$ cat config.mk
export PLATFORM = sky130hd
export DESIGN_NAME = fbrg_baud_gen
export DESIGN_NICKNAME = d
export VERILOG_FILES = /design/src/rtl/fbrg_pkg.sv /design/src/rtl/fbrg_frac_pre.sv /design/src/rtl/fbrg_reload_div.sv /design/src/rtl/fbrg_tick_out.sv /design/src/rtl/fbrg_baud_gen.sv
export SDC_FILE = /design/constraint.sdc
export NUM_CORES = 1
export LEC_CHECK = 0
export BUFFER_PORTS_ARGS = -buffer_cell sky130_fd_sc_hd__buf_2
export CAP_MARGIN = 20
export CORE_UTILIZATION = 40
export DETAILED_ROUTE_END_ITERATION = 8
export GPL_ROUTABILITY_DRIVEN = 0
export PLACE_DENSITY = 0.66
export SLEW_MARGIN = 20
export SYNTH_ARGS = -nofsm -noshare
export SYNTH_HDL_FRONTEND = slang
export SYNTH_SLANG_ARGS = --single-unit
$ cat constraint.sdc
create_clock -name clk -period 4.9 [get_ports clk]
set_input_delay 0.49 -clock clk [delete_from_list [all_inputs] [get_ports clk]]
set_output_delay 0.49 -clock clk [all_outputs]
set_load 0.1 [all_outputs]
$ cat src/rtl/fbrg_pkg.sv
package fbrg_pkg;
  localparam int DEF_RLD_W  = 13;
  localparam int DEF_FRAC_W = 9;

  typedef enum logic {
    MODE_ASYNC = 1'b0,
    MODE_SYNC  = 1'b1
  } bmode_t;
endpackage

$ cat src/rtl/fbrg_frac_pre.sv
module fbrg_frac_pre #(
  parameter int FRAC_W = fbrg_pkg::DEF_FRAC_W
) (
  input  logic              clk,
  input  logic              rst_n,
  input  logic              run_i,
  input  logic [FRAC_W-1:0] frac_i,
  output logic              fen_o,
  output logic [FRAC_W-1:0] acc_o
);
  localparam logic [FRAC_W-1:0] ZERO = '0;

  // phase step: returns {carry, new phase}
  function automatic logic [FRAC_W:0] phase_add(input logic [FRAC_W-1:0] ph,
                                                input logic [FRAC_W-1:0] num);
    return {1'b0, ph} + {1'b0, num};
  endfunction

  logic [FRAC_W-1:0] acc_q;
  logic [FRAC_W:0]   step;
  logic              bypass;
  logic              wrap;

  always_comb begin
    step   = phase_add(acc_q, frac_i);
    bypass = (frac_i == ZERO);
    wrap   = step[FRAC_W];
    fen_o  = run_i & (bypass | wrap);
  end

  always_ff @(posedge clk) begin
    if (!rst_n)       acc_q <= ZERO;
    else if (!run_i)  acc_q <= ZERO;
    else if (!bypass) acc_q <= step[FRAC_W-1:0];
  end

  assign acc_o = acc_q;

  AST_PHASE_ADVANCE: assert property (@(posedge clk) disable iff (!rst_n)
    (run_i && frac_i != ZERO) |=> acc_o == $past(acc_o) + $past(frac_i));
  AST_BYPASS_HOLDS_PHASE: assert property (@(posedge clk) disable iff (!rst_n)
    (run_i && frac_i == ZERO) |=> $stable(acc_o));
  AST_PHASE_IDLE: assert property (@(posedge clk) disable iff (!rst_n)
    !run_i |=> acc_o == ZERO);
endmodule

$ cat src/rtl/fbrg_reload_div.sv
module fbrg_reload_div #(
  parameter int RLD_W = fbrg_pkg::DEF_RLD_W
) (
  input  logic             clk,
  input  logic             rst_n,
  input  logic             run_i,
  input  logic             fen_i,
  input  logic [RLD_W-1:0] reload_i,
  output logic             uflow_o,
  output logic [RLD_W-1:0] cnt_o
);
  localparam logic [RLD_W-1:0] ZERO = '0;
  localparam logic [RLD_W-1:0] ONE  = {{(RLD_W-1){1'b0}}, 1'b1};

  function automatic logic [RLD_W-1:0] count_step(input logic [RLD_W-1:0] cur,
                                                  input logic [RLD_W-1:0] rld,
                                                  input logic             adv);
    if (!adv)           return cur;
    else if (cur == ZERO) return rld;
    else                return cur - ONE;
  endfunction

  logic [RLD_W-1:0] cnt_q;

  assign uflow_o = fen_i & (cnt_q == ZERO);
  assign cnt_o   = cnt_q;

  always_ff @(posedge clk) begin
    if (!rst_n)      cnt_q <= ZERO;
    else if (!run_i) cnt_q <= ZERO;
    else             cnt_q <= count_step(cnt_q, reload_i, fen_i);
  end

  AST_COUNT_DOWN: assert property (@(posedge clk) disable iff (!rst_n)
    (run_i && fen_i && cnt_o != ZERO) |=> cnt_o == $past(cnt_o) - ONE);
  AST_COUNT_HOLD: assert property (@(posedge clk) disable iff (!rst_n)
    (run_i && !fen_i) |=> $stable(cnt_o));
  AST_RELOAD_AT_UNDERFLOW: assert property (@(posedge clk) disable iff (!rst_n)
    (run_i && uflow_o) |=> cnt_o == $past(reload_i));
  AST_COUNT_IDLE: assert property (@(posedge clk) disable iff (!rst_n)
    !run_i |=> cnt_o == ZERO);
endmodule

$ cat src/rtl/fbrg_tick_out.sv
module fbrg_tick_out
  import fbrg_pkg::*;
(
  input  logic   clk,
  input  logic   rst_n,
  input  logic   run_i,
  input  bmode_t mode_i,
  input  logic   uflow_i,
  output logic   tick16_o,
  output logic   clk4_o
);
  logic t16_q, c4_q;

  always_ff @(posedge clk) begin
    if (!rst_n) begin
      t16_q <= 1'b0;
      c4_q  <= 1'b0;
    end else begin
      t16_q <= run_i & uflow_i & (mode_i == MODE_ASYNC);
      c4_q  <= run_i & uflow_i & (mode_i == MODE_SYNC);
    end
  end

  assign tick16_o = t16_q;
  assign clk4_o   = c4_q;

  AST_SINGLE_OUTPUT: assert property (@(posedge clk) disable iff (!rst_n)
    $onehot0({tick16_o, clk4_o}));
  AST_ASYNC_LATENCY: assert property (@(posedge clk) disable iff (!rst_n)
    (run_i && uflow_i && mode_i == MODE_ASYNC) |=> tick16_o);
  AST_SYNC_LATENCY: assert property (@(posedge clk) disable iff (!rst_n)
    (run_i && uflow_i && mode_i == MODE_SYNC) |=> clk4_o);
  AST_QUIET_WHEN_OFF: assert property (@(posedge clk) disable iff (!rst_n)
    !run_i |=> (!tick16_o && !clk4_o));
endmodule

$ cat src/rtl/fbrg_baud_gen.sv
module fbrg_baud_gen
  import fbrg_pkg::*;
#(
  parameter int RLD_W  = DEF_RLD_W,
  parameter int FRAC_W = DEF_FRAC_W
) (
  input  logic              clk,
  input  logic              rst_n,
  input  logic              en_i,
  input  logic              sync_mode_i,
  input  logic [RLD_W-1:0]  reload_i,
  input  logic [FRAC_W-1:0] frac_i,
  output logic              tick16_o,
  output logic              clk4_o
);
  // named internal events
  logic              frac_en;
  logic              cnt_uflow;
  logic [FRAC_W-1:0] phase;
  logic [RLD_W-1:0]  count;
  bmode_t            mode;

  assign mode = bmode_t'(sync_mode_i);

  fbrg_frac_pre #(.FRAC_W(FRAC_W)) u_pre (
    .clk    (clk),
    .rst_n  (rst_n),
    .run_i  (en_i),
    .frac_i (frac_i),
    .fen_o  (frac_en),
    .acc_o  (phase)
  );

  fbrg_reload_div #(.RLD_W(RLD_W)) u_div (
    .clk      (clk),
    .rst_n    (rst_n),
    .run_i    (en_i),
    .fen_i    (frac_en),
    .reload_i (reload_i),
    .uflow_o  (cnt_uflow),
    .cnt_o    (count)
  );

  fbrg_tick_out u_out (
    .clk      (clk),
    .rst_n    (rst_n),
    .run_i    (en_i),
    .mode_i   (mode),
    .uflow_i  (cnt_uflow),
    .tick16_o (tick16_o),
    .clk4_o   (clk4_o)
  );

  AST_TICK_NEEDS_ENABLE: assert property (@(posedge clk) disable iff (!rst_n)
    (tick16_o || clk4_o) |-> $past(frac_en));
  AST_RESTART_CLEAN: assert property (@(posedge clk) disable iff (!rst_n)
    !en_i |=> (phase == '0 && count == '0));
  AST_RESET_QUIET: assert property (@(posedge clk)
    !rst_n |=> (!tick16_o && !clk4_o));
endmodule

== Word-level counts from Yosys, hierarchy flattened ==
Index checks and enable logic that the tools add are counted.
Word-level totals
  register bits: 24
  output and inout port bits: 2
Operators by class
  $add $sub $neg: 2
  mux-type cells: 1
  bitwise logic cells: 7
  reductions and logical operators: 3
Operators with widths (count)
  zero test 13 bit: 1
  two-way mux 13 bit: 1
  subtractor 13 x 1 -> 13 bit (second input constant): 1
  adder 9 x 9 -> 10 bit: 1
  zero test 9 bit: 1
  bitwise AND 1 bit: 5
  AND reduction 2 bit: 1
  inverter 1 bit: 1
  OR 1 bit: 1

== Longest topological paths before layout ==
Gate-level depths: netlist (run 1).
  depth in word-level cells: 6
  gate-level depth with buffers: 8

== Hierarchy ==
A second synthesis (run 1) with hierarchy kept.
Second synthesis, totals
  cell total of the unflattened synthesis: 200
  area, all modules: 1666.6 µm²
By module, submodules not included
  fbrg_reload_div: times used 1, cells an instance 103, area each 859.6 µm²
  fbrg_frac_pre: times used 1, cells an instance 93, area each 747.0 µm²
  fbrg_tick_out: times used 1, cells an instance 4, area each 60.1 µm²

== Least setup slack after synthesis (run 1) ==
No wires, ideal clock.
  path kind: input-to-reg
  from: input port frac_i[2]
  to: register u_div.cnt_q[8] (netlist: u_div.cnt_o[8])
  data arrival time: 2.115 ns
  path slack: 2.651 ns
  stages on the path: 6
  buffers on the path: 0
  cells stage by stage: ha_1 -> o21ai_0 -> nor3_2 -> o41a_1 -> nor2_1 -> o31ai_1
On the way
  cells in the longest elaborated chain, start to end: 3
  elaborated cells between the ends (all ways): 4
  those cells by class: add/sub: 1; bitwise: 2; reduce/logical: 1
RTL lines
  start: declaration: line fbrg_baud_gen.sv:12  | input logic [FRAC_W-1:0] frac_i,
  adder 9 x 9 -> 10 bit / zero test 9 bit (equally long branches): line fbrg_frac_pre.sv:16, fbrg_frac_pre.sv:26
  OR 1 bit (*): line fbrg_frac_pre.sv:28  | fen_o = run_i & (bypass | wrap);
  bitwise AND 1 bit (*): line fbrg_frac_pre.sv:28
  end signal: assignment: line fbrg_reload_div.sv:31  | else cnt_q <= count_step(cnt_q, reload_i, fen_i);
  end: declaration: line fbrg_reload_div.sv:23  | logic [RLD_W-1:0] cnt_q;
Every way passes the cells marked *; elsewhere a longest branch is shown, timed or not.
A chain may end at the register's enable or synchronous reset.

== Worst setup path in the final report (run 1) ==
  from: input port frac_i[2]
  to: register u_div.cnt_q[2] (netlist: u_div.cnt_o[2])
The elaborated chain is that of the path after synthesis.

==> flow_metrics.env, run 1 <==
export IMPL_crit_path_start="frac_i[2]"
export IMPL_clk_pin_slew_worst_paths_ps=80
export IMPL_htreeDepth=1
export IMPL_antenna_found_initial=0
export IMPL_finalMaxSlewViolations=0
export IMPL_grt_pass1_vias=1409
export IMPL_wl_mm=3.95
export IMPL_max_stage_delay_ps=490
export IMPL_worstPathMaxFanout=7
export IMPL_remaining_drc_errors=2
export IMPL_fp_row_count=23
export IMPL_dp_cells=270
export IMPL_wl_per_cell_um=14.5
export IMPL_cts_setup_buffers=0
export IMPL_reg2reg_from="u_pre.acc_o[2]"
export IMPL_cp_cell_sequence="buf_2 > ha_1 > o21ai_0 > nor3_2 > o41a_1 > nor2_1 > o31ai_1"
export IMPL_yosys_most_used_dff="dfxtp_1"
export IMPL_post_dp_cell_area_um2=1850
export IMPL_viasPerCell=5.82
export IMPL_max_vdd_ir_drop_v=0.000105
export IMPL_hold_violations=0
export IMPL_synth_seq_area_share_pct=28.6
export IMPL_synth_cell_types=51
export IMPL_crit_arrival_ps=2520
export IMPL_io_buffers=27
export IMPL_end_kind="flip-flop"
export IMPL_grt_overflow_total=0
export IMPL_ys_ff_latch=24
export IMPL_drtIter0Drc=114
export IMPL_leakagePower_nw=0.803
export IMPL_io_pins=28
export IMPL_syn_nets=236
export IMPL_cts_buffers=3
export IMPL_rsz0062_at_grt="false"
export IMPL_cts_path_max_buffers=2
export IMPL_setup_viol=0
export IMPL_place_ws_ps=2250
export IMPL_design_area_um2=1890
export IMPL_async_reset_ff_share_pct=0
export IMPL_slowest_stage="o41a_1"
export IMPL_crit_type="in -> reg"
export IMPL_cp_start_kind="primary input"
export IMPL_syn_area_um2=1680
export IMPL_worst_path_buf_inv=1
export IMPL_cts_tree="done"
export IMPL_ant_nets=0
export IMPL_grt_max_degree=24
export IMPL_syn_avg_cell_area_um2=8.43
export IMPL_worst_slew_pin_transition_ps=862
export IMPL_period_minus_slack_ps=2400
export IMPL_dr_pass1_iters=8
export IMPL_area_growth_pct=12.8
export IMPL_skew_ps=5.64
export IMPL_maxCapViolCount=0
export IMPL_synthCells=199
export IMPL_grtUsageTotal_pct=19.5
export IMPL_instances_no_fill=273
export IMPL_violations="DRC"
export IMPL_cts_sinks=24
export IMPL_slew_headroom_pct=42.4
export IMPL_fin_tns_setup_ps=0
export IMPL_fmaxAchievable_mhz=416
export IMPL_insertedDiodeCount=0
export IMPL_worstPathRequired_ps=5020
export IMPL_die_area_um2=4460
export IMPL_nets=262
export IMPL_cts_hold_buf=0
export IMPL_die_y_um=66.8
export IMPL_final_setup_worst_slack_ps=2500
export IMPL_clkLatencyLatePin_ps=260
export IMPL_hold_class="in -> reg"
export IMPL_drive_gt1_share_pct=19.3
export IMPL_status="finished, violations left"
export IMPL_finalCritPeriodShare_pct=49.0
export IMPL_r2r_slack_ps=2530
export IMPL_dpl_hpwl_mm=2.95
export IMPL_hp_start="sync_mode_i"
export IMPL_yosys_warnings=0
export IMPL_core_area_um2=4000
export IMPL_power_density_nw_per_um2=269
export IMPL_synth_edf_count=0
export IMPL_path_delay_family="compound AO/OA/AOI/OAI gates"
export IMPL_via_count=1588
export IMPL_root_buffer="clkbuf_8"
export IMPL_die_w_um=66.8
export IMPL_grt_pass1_wl_mm=6.67
export IMPL_start_util_pct=41.9
export IMPL_cts_resized=0
where the power goes:
| group | internal [mW] | leakage, nW | switching, mW |
|---|---|---|---|
| registers | 0.205 | 0.195 | 0.00840 |
| logic | 0.0750 | 0.587 | 0.103 |
| clock network | 0.0550 | 0.0216 | 0.0637 |
per-stage QoR:
| step | hold WS (ps) | utilization (%) | power, mW |
|---|---|---|---|
| finish | 394 | 47.3 | 0.509 |
| global placement | 446 | 46.3 | 0.393 |
| CTS | 386 | 47.3 | 0.512 |
| floorplan | 436 | - | 0.352 |
| global route | 389 | 47.3 | 0.542 |
| detailed placement | 452 | 46.3 | 0.393 |
cells by family (layout without fill, tap and decap cells):
logic type               count (synthesis)  count (layout)  synth area share (%)
AO/OA/AOI/OAI                           61              61                  27.5
XOR/XNOR                                 3               3                  1.57
adder cells (fa/ha/maj)                 11              11                  8.65
buffers and inverters                   18              42                  4.18
flip-flops                              24              24                  28.6
multiplexers                             8               8                  4.77
AND/OR/NAND/NOR                         74              74                  24.7
final timing paths:
kind	endpoint	cells past startpoint
worst min-delay path	u_out.tick16_o	2
worst max register to register	u_div.cnt_o[2]	6
worst min register to register	u_pre.acc_o[4]	2
worst max-delay path	u_div.cnt_o[2]	7
cell type report:
type	instances	area, µm²
clock buffers	3	41.3
fillers	411	2110
inverters	12	45.0
multi-input cells	157	1130
flip-flops and latches	24	480
well taps	50	62.6
repair buffers	27	135
flip-flops by register name, indices dropped and copies added, names as in the netlist:
name            count
u_pre.acc_o         9
u_out.tick16_o      1
u_div.cnt_o        13
u_out.clk4_o        1
routing by layer:
| metal | global-route usage (%) | wire length [µm] | part of all wire, % | vias to the layer above |
|---|---|---|---|---|
| met5 | 0 | 0 | 0 | - |
| met4 | 5.59 | 30 | 0.76 | 0 |
| met3 | 2.23 | 133 | 3.4 | 4 |
| met2 | 29.2 | 1720 | 44 | 34 |
| met1 | 28.9 | 2060 | 52 | 739 |
| li1 | - | - | - | 811 |
synth_stat cells (4+ instances only):
master,count,area share [%]
clkbuf_1,4,0.89
or3_1,4,1.5
nor2_1,16,3.6
ha_1,10,7.5
a21oi_1,12,3.6
mux2i_1,8,4.8
nand3_1,7,2.1
o21a_1,4,1.8
o311ai_0,6,3.1
o21ai_0,4,1.2
nor3_1,11,3.3
nand2_1,15,3.4
o31ai_1,8,3.6
dfxtp_1,24,29
inv_1,12,2.7
layout by cell type, fill, tap and decap left out, drive strengths merged, types with 4 or more instances in the layout:
cell	Yosys	layout
or3	4	4
nor4	5	5
buf	2	27
nand3	7	7
mux2i	8	8
nor3	13	13
nand2	16	16
dfxtp	24	24
ha	10	10
o21ai	4	4
a211oi	4	4
o31ai	8	8
nor2	16	16
a21oi	12	12
inv	12	12
o311ai	6	6
o21a	4	4
Note: power is estimated with default switching activity, not from simulation.
==> run 2, diff against run 1 <==
==> constraint.sdc (replaced) <==
create_clock -name clk -period 2.4 [get_ports clk]
set_input_delay 0.24 -clock clk [delete_from_list [all_inputs] [get_ports clk]]
set_output_delay 0.24 -clock clk [all_outputs]
set_load 0.1 [all_outputs]
==> flow_metrics.env, run 2 (same netlist as run 1, synthesis figures left out) <==
export IMPL_r2r_slack_ps=220
export IMPL_crit_arrival_ps=2320
export IMPL_cp_start_kind="flip-flop"
export IMPL_grt_pass1_wl_mm=6.62
export IMPL_dr_pass1_iters=6
export IMPL_cts_hold_buf=0
export IMPL_clk_pin_slew_worst_paths_ps=90
export IMPL_skew_ps=1.68
export IMPL_io_pins=28
export IMPL_slew_headroom_pct=45.4
export IMPL_largest_register_ffs=13
export IMPL_final_seq_area_um2=480
export IMPL_cts_buffers=3
export IMPL_post_dp_cell_area_um2=1910
export IMPL_wl_mm=4.07
export IMPL_r2r_cells=7
export IMPL_die_area_um2=4460
export IMPL_r2r_end="u_div.cnt_o[5]"
export IMPL_dp_cells=278
export IMPL_drtIter0Drc=80
export IMPL_remaining_drc_errors=0
export IMPL_place_ws_ps=173
export IMPL_end_kind="flip-flop"
export IMPL_layout_commonest_cell="buf_2"
export IMPL_power_mw=1.06
export IMPL_fin_tns_setup_ps=0
export IMPL_fmaxAchievable_mhz=460
export IMPL_holdWs_ps=139
export IMPL_area_growth_pct=16.3
export IMPL_power_density_nw_per_um2=545
export IMPL_reg2reg_from="u_div.cnt_o[0]"
export IMPL_insertedDiodeCount=0
export IMPL_worstPathMaxFanout=7
export IMPL_nets=270
export IMPL_design_area_um2=1950
export IMPL_core_area_um2=4000
export IMPL_final_setup_worst_slack_ps=224
export IMPL_dpl_hpwl_mm=3.13
export IMPL_grt_overflow_total=0
export IMPL_finalMaxSlewViolations=0
export IMPL_root_buffer="clkbuf_8"
export IMPL_grtUsageTotal_pct=19.7
export IMPL_via_count=1608
export IMPL_crit_type="reg -> reg"
export IMPL_io_buffers=27
export IMPL_instances_no_fill=281
export IMPL_fillers=429
export IMPL_grt_max_degree=17
export IMPL_hold_end="u_out.tick16_o"
export IMPL_fp_row_count=23
export IMPL_hold_class="in -> reg"
export IMPL_fin_util_pct=48.8
export IMPL_setup_viol=0
export IMPL_hp_start="sync_mode_i"
export IMPL_cts_tree="done"
export IMPL_cts_sinks=24
export IMPL_drive_gt1_share_pct=22.1
export IMPL_maxCapViolCount=0
export IMPL_clkLatencyLatePin_ps=270
export IMPL_hold_violations=0
export IMPL_status="completed"
export IMPL_die_y_um=66.8
export IMPL_worstPathRequired_ps=2550
export IMPL_cts_setup_buffers=0
export IMPL_worst_slew_pin_transition_ps=812
export IMPL_leakagePower_nw=0.839
export IMPL_period_minus_slack_ps=2180
export IMPL_viasPerCell=5.72
export IMPL_rsz0062_at_grt="false"
export IMPL_die_w_um=66.8
export IMPL_wl_per_cell_um=14.5
export IMPL_ant_nets=0
export IMPL_cts_path_max_buffers=2
export IMPL_grt_pass1_vias=1459
export IMPL_worstHoldPathCells=2
export IMPL_start_util_pct=41.9
export IMPL_htreeDepth=1
export IMPL_finalCritPeriodShare_pct=90.7
export IMPL_max_vdd_ir_drop_v=0.000205
export IMPL_multi_input_area_um2=1130
export IMPL_most_common_layout_cells="buf_2 (27), dfxtp_1 (24), nor2_1 (16)"
export IMPL_cts_resized=0
export IMPL_antenna_found_initial=0
[run 2: cell count changes in the layout (fill, tap and decap cells not counted), sizes merged]
cell  delta
buf      +8
[run 2: area by class of cell]
class	instances	area share, %
Sequential cell	24	24.6
Inverter	12	2.31
Timing Repair Buffer	35	10.0
Clock buffer	3	2.12
Tap cell	50	3.21
Multi-Input combinational cell	157	57.8
[run 2: worst max path at each step]
stage                              start              end  depth (start not counted)
final                     u_div.cnt_o[0]   u_div.cnt_o[5]                          7
after floorplan           u_pre.acc_o[2]   u_div.cnt_o[8]                          6
after global placement    u_div.cnt_o[0]   u_div.cnt_o[5]                          7
after CTS                 u_div.cnt_o[0]   u_div.cnt_o[5]                          7
after detailed placement       frac_i[2]  u_div.cnt_o[12]                          6
after global routing      u_div.cnt_o[0]   u_div.cnt_o[9]                          7
[run 2: worst max-delay path: stages, from the launching register on]
cell      delay (ps)
dfxtp_1          340
inv_1             90
ha_1             180
or3b_4           420
nor4b_4          410
a21boi_0         140
o311ai_0         340
o31ai_1          120
[run 2: power by group]
part           internal (mW)  switching, mW  leakage (nW)
clock network          0.113          0.137        0.0216
logic                  0.168          0.210         0.622
registers              0.418         0.0168         0.195
[run 2: per-layer routing]
| layer | track usage, % | vias up | part of all wire [%] | wire, µm |
|---|---|---|---|---|
| li1 | - | 832 | - | - |
| met1 | 27.0 | 741 | 51 | 2070 |
| met2 | 30.9 | 30 | 45 | 1830 |
| met3 | 2.57 | 5 | 2.9 | 120 |
| met4 | 7.45 | 0 | 1.1 | 46 |
| met5 | 0 | - | 0 | 0 |
==> run 3, diff against run 2 <==
--- a/config.mk
+++ b/config.mk
@@ -7,6 +7,7 @@
 export LEC_CHECK = 0
 export BUFFER_PORTS_ARGS = -buffer_cell sky130_fd_sc_hd__buf_2
 export CAP_MARGIN = 20
+export CORE_MARGIN = 2
 export CORE_UTILIZATION = 40
 export DETAILED_ROUTE_END_ITERATION = 8
 export GPL_ROUTABILITY_DRIVEN = 0
==> constraint.sdc (replaced) <==
create_clock -name clk -period 2.4 [get_ports clk]
set_input_delay 0.36 -clock clk [delete_from_list [all_inputs] [get_ports clk]]
set_output_delay 0.36 -clock clk [all_outputs]
set_load 0.1 [all_outputs]
==> flow_metrics.env, run 3 (same netlist as run 1, synthesis figures left out) <==
export IMPL_fin_tns_setup_ps=0
export IMPL_remaining_drc_errors=0
export IMPL_grtUsageTotal_pct=19.8
export IMPL_cts_sinks=24
export IMPL_insertedDiodeCount=0
export IMPL_gr_usage_met2_pct=29.2
export IMPL_worstPathMaxFanout=4
export IMPL_worst_path_buf_inv=1
export IMPL_cp_start_kind="flip-flop"
export IMPL_wl_mm=4.12
export IMPL_cts_path_max_buffers=2
export IMPL_power_density_nw_per_um2=542
export IMPL_slowest_stage="or4_1"
export IMPL_antenna_found_initial=0
export IMPL_fp_row_count=23
export IMPL_max_vdd_ir_drop_v=0.000212
export IMPL_crit_end="u_div.cnt_o[12]"
export IMPL_status="completed"
export IMPL_core_area_um2=4030
export IMPL_grt_max_degree=14
export IMPL_hold_violations=0
export IMPL_rsz0062_at_grt="false"
export IMPL_dpl_hpwl_mm=3.21
export IMPL_ant_nets=0
export IMPL_r2r_cells=7
export IMPL_finalCritPeriodShare_pct=88.6
export IMPL_nets=275
export IMPL_die_area_um2=4730
export IMPL_crit_path_start="u_div.cnt_o[0]"
export IMPL_finalMaxSlewViolations=0
export IMPL_root_buffer="clkbuf_8"
export IMPL_hold_class="in -> reg"
export IMPL_grt_overflow_total=0
export IMPL_cts_resized=0
export IMPL_skew_ps=7.18
export IMPL_viasPerCell=5.71
export IMPL_die_y_um=68.8
export IMPL_grt_pass1_wl_mm=7.18
export IMPL_dr_pass1_iters=4
export IMPL_met1_usage_pct=29.1
export IMPL_die_w_um=68.8
export IMPL_grt_pass1_vias=1562
export IMPL_fmaxAchievable_mhz=470
export IMPL_io_pins=28
export IMPL_setup_viol=0
export IMPL_clk_pin_slew_worst_paths_ps=80
export IMPL_io_buffers=27
export IMPL_crit_arrival_ps=2290
export IMPL_most_common_layout_cells="buf_2 (27), dfxtp_1 (24), nor2_1 (16)"
export IMPL_grt_use_met3_pct=2.27
export IMPL_cts_setup_buffers=0
export IMPL_drive_gt1_share_pct=23.7
export IMPL_path_delay_family="simple AND/OR/NAND/NOR gates"
export IMPL_r2r_slack_ps=270
export IMPL_fin_util_pct=49.4
export IMPL_reg2reg_from="u_div.cnt_o[0]"
export IMPL_crit_type="reg -> reg"
export IMPL_via_count=1634
export IMPL_maxCapViolCount=0
export IMPL_cp_depth=7
export IMPL_largest_register_ffs=13
export IMPL_top_usage_layer="met2"
export IMPL_worstPathRequired_ps=2570
export IMPL_clkLatencyLatePin_ps=270
export IMPL_cts_tree="done"
export IMPL_worst_slew_pin_transition_ps=846
export IMPL_end_kind="flip-flop"
export IMPL_cts_buffers=3
export IMPL_max_stage_delay_ps=510
export IMPL_leakagePower_nw=0.863
export IMPL_cp_cell_sequence="inv_1 > ha_1 > or3b_4 > nor3_2 > nand2_1 > or4_1 > mux2i_1"
export IMPL_htreeDepth=1
export IMPL_slew_headroom_pct=43.2
export IMPL_cts_hold_buf=0
export IMPL_area_growth_pct=18.6
export IMPL_drtIter0Drc=84
export IMPL_r2r_end="u_div.cnt_o[12]"
export IMPL_layout_commonest_cell="buf_2"
export IMPL_wl_per_cell_um=14.4
export IMPL_period_minus_slack_ps=2130
export IMPL_start_util_pct=41.6
## run 3: stage by stage
| step | total power [mW] | hold WS [ps] | instance area, µm² | worst slack [ps] | cells |
|---|---|---|---|---|---|
| after floorplan | 0.720 | 436 | 1680 | 281 | 199 |
| after global placement | 0.838 | 442 | 1950 | 195 | 283 |
| after detailed placement | 0.837 | 452 | 1950 | 167 | 283 |
| after CTS | 1.09 | 267 | 1990 | 266 | 286 |
| after global routing | 1.15 | 277 | 1990 | 141 | 286 |
| final | 1.08 | 273 | 1990 | 273 | 286 |
## run 3: worst min-delay path by stage
stage,from,end,slack [ps],cells past startpoint
2_1_floorplan,u_pre.acc_o[0],u_pre.acc_o[0],440,2
3_3_place_gp,u_pre.acc_o[0],u_pre.acc_o[0],440,2
3_5_place_dp,u_pre.acc_o[5],u_pre.acc_o[5],450,2
4_1_cts,sync_mode_i,u_out.tick16_o,270,2
5_1_grt,sync_mode_i,u_out.tick16_o,280,2
6_report,sync_mode_i,u_out.tick16_o,270,2
## run 3: layer usage
metal / part of all wire, % / vias up
met5: 0 / -
met4: 0.97 / 0
met3: 4.2 / 4
met2: 43 / 40
met1: 51 / 752
li1: - / 838
## run 3: final cells by class
| class | count | area [µm²] |
|---|---|---|
| Clock buffer | 3 | 41.3 |
| Fill cell | 426 | 2040 |
| Inverter | 12 | 45.0 |
| Multi-Input combinational cell | 157 | 1130 |
| Sequential cell | 24 | 480 |
| Tap cell | 50 | 62.6 |
| Timing Repair Buffer | 40 | 233 |
## run 3: where the power goes
part | leakage (nW) | internal, mW | switching [mW]
sequential | 0.195 | 0.418 | 0.0167
clock | 0.0216 | 0.113 | 0.135
combinational | 0.647 | 0.182 | 0.216
total | 0.863 | 0.712 | 0.367
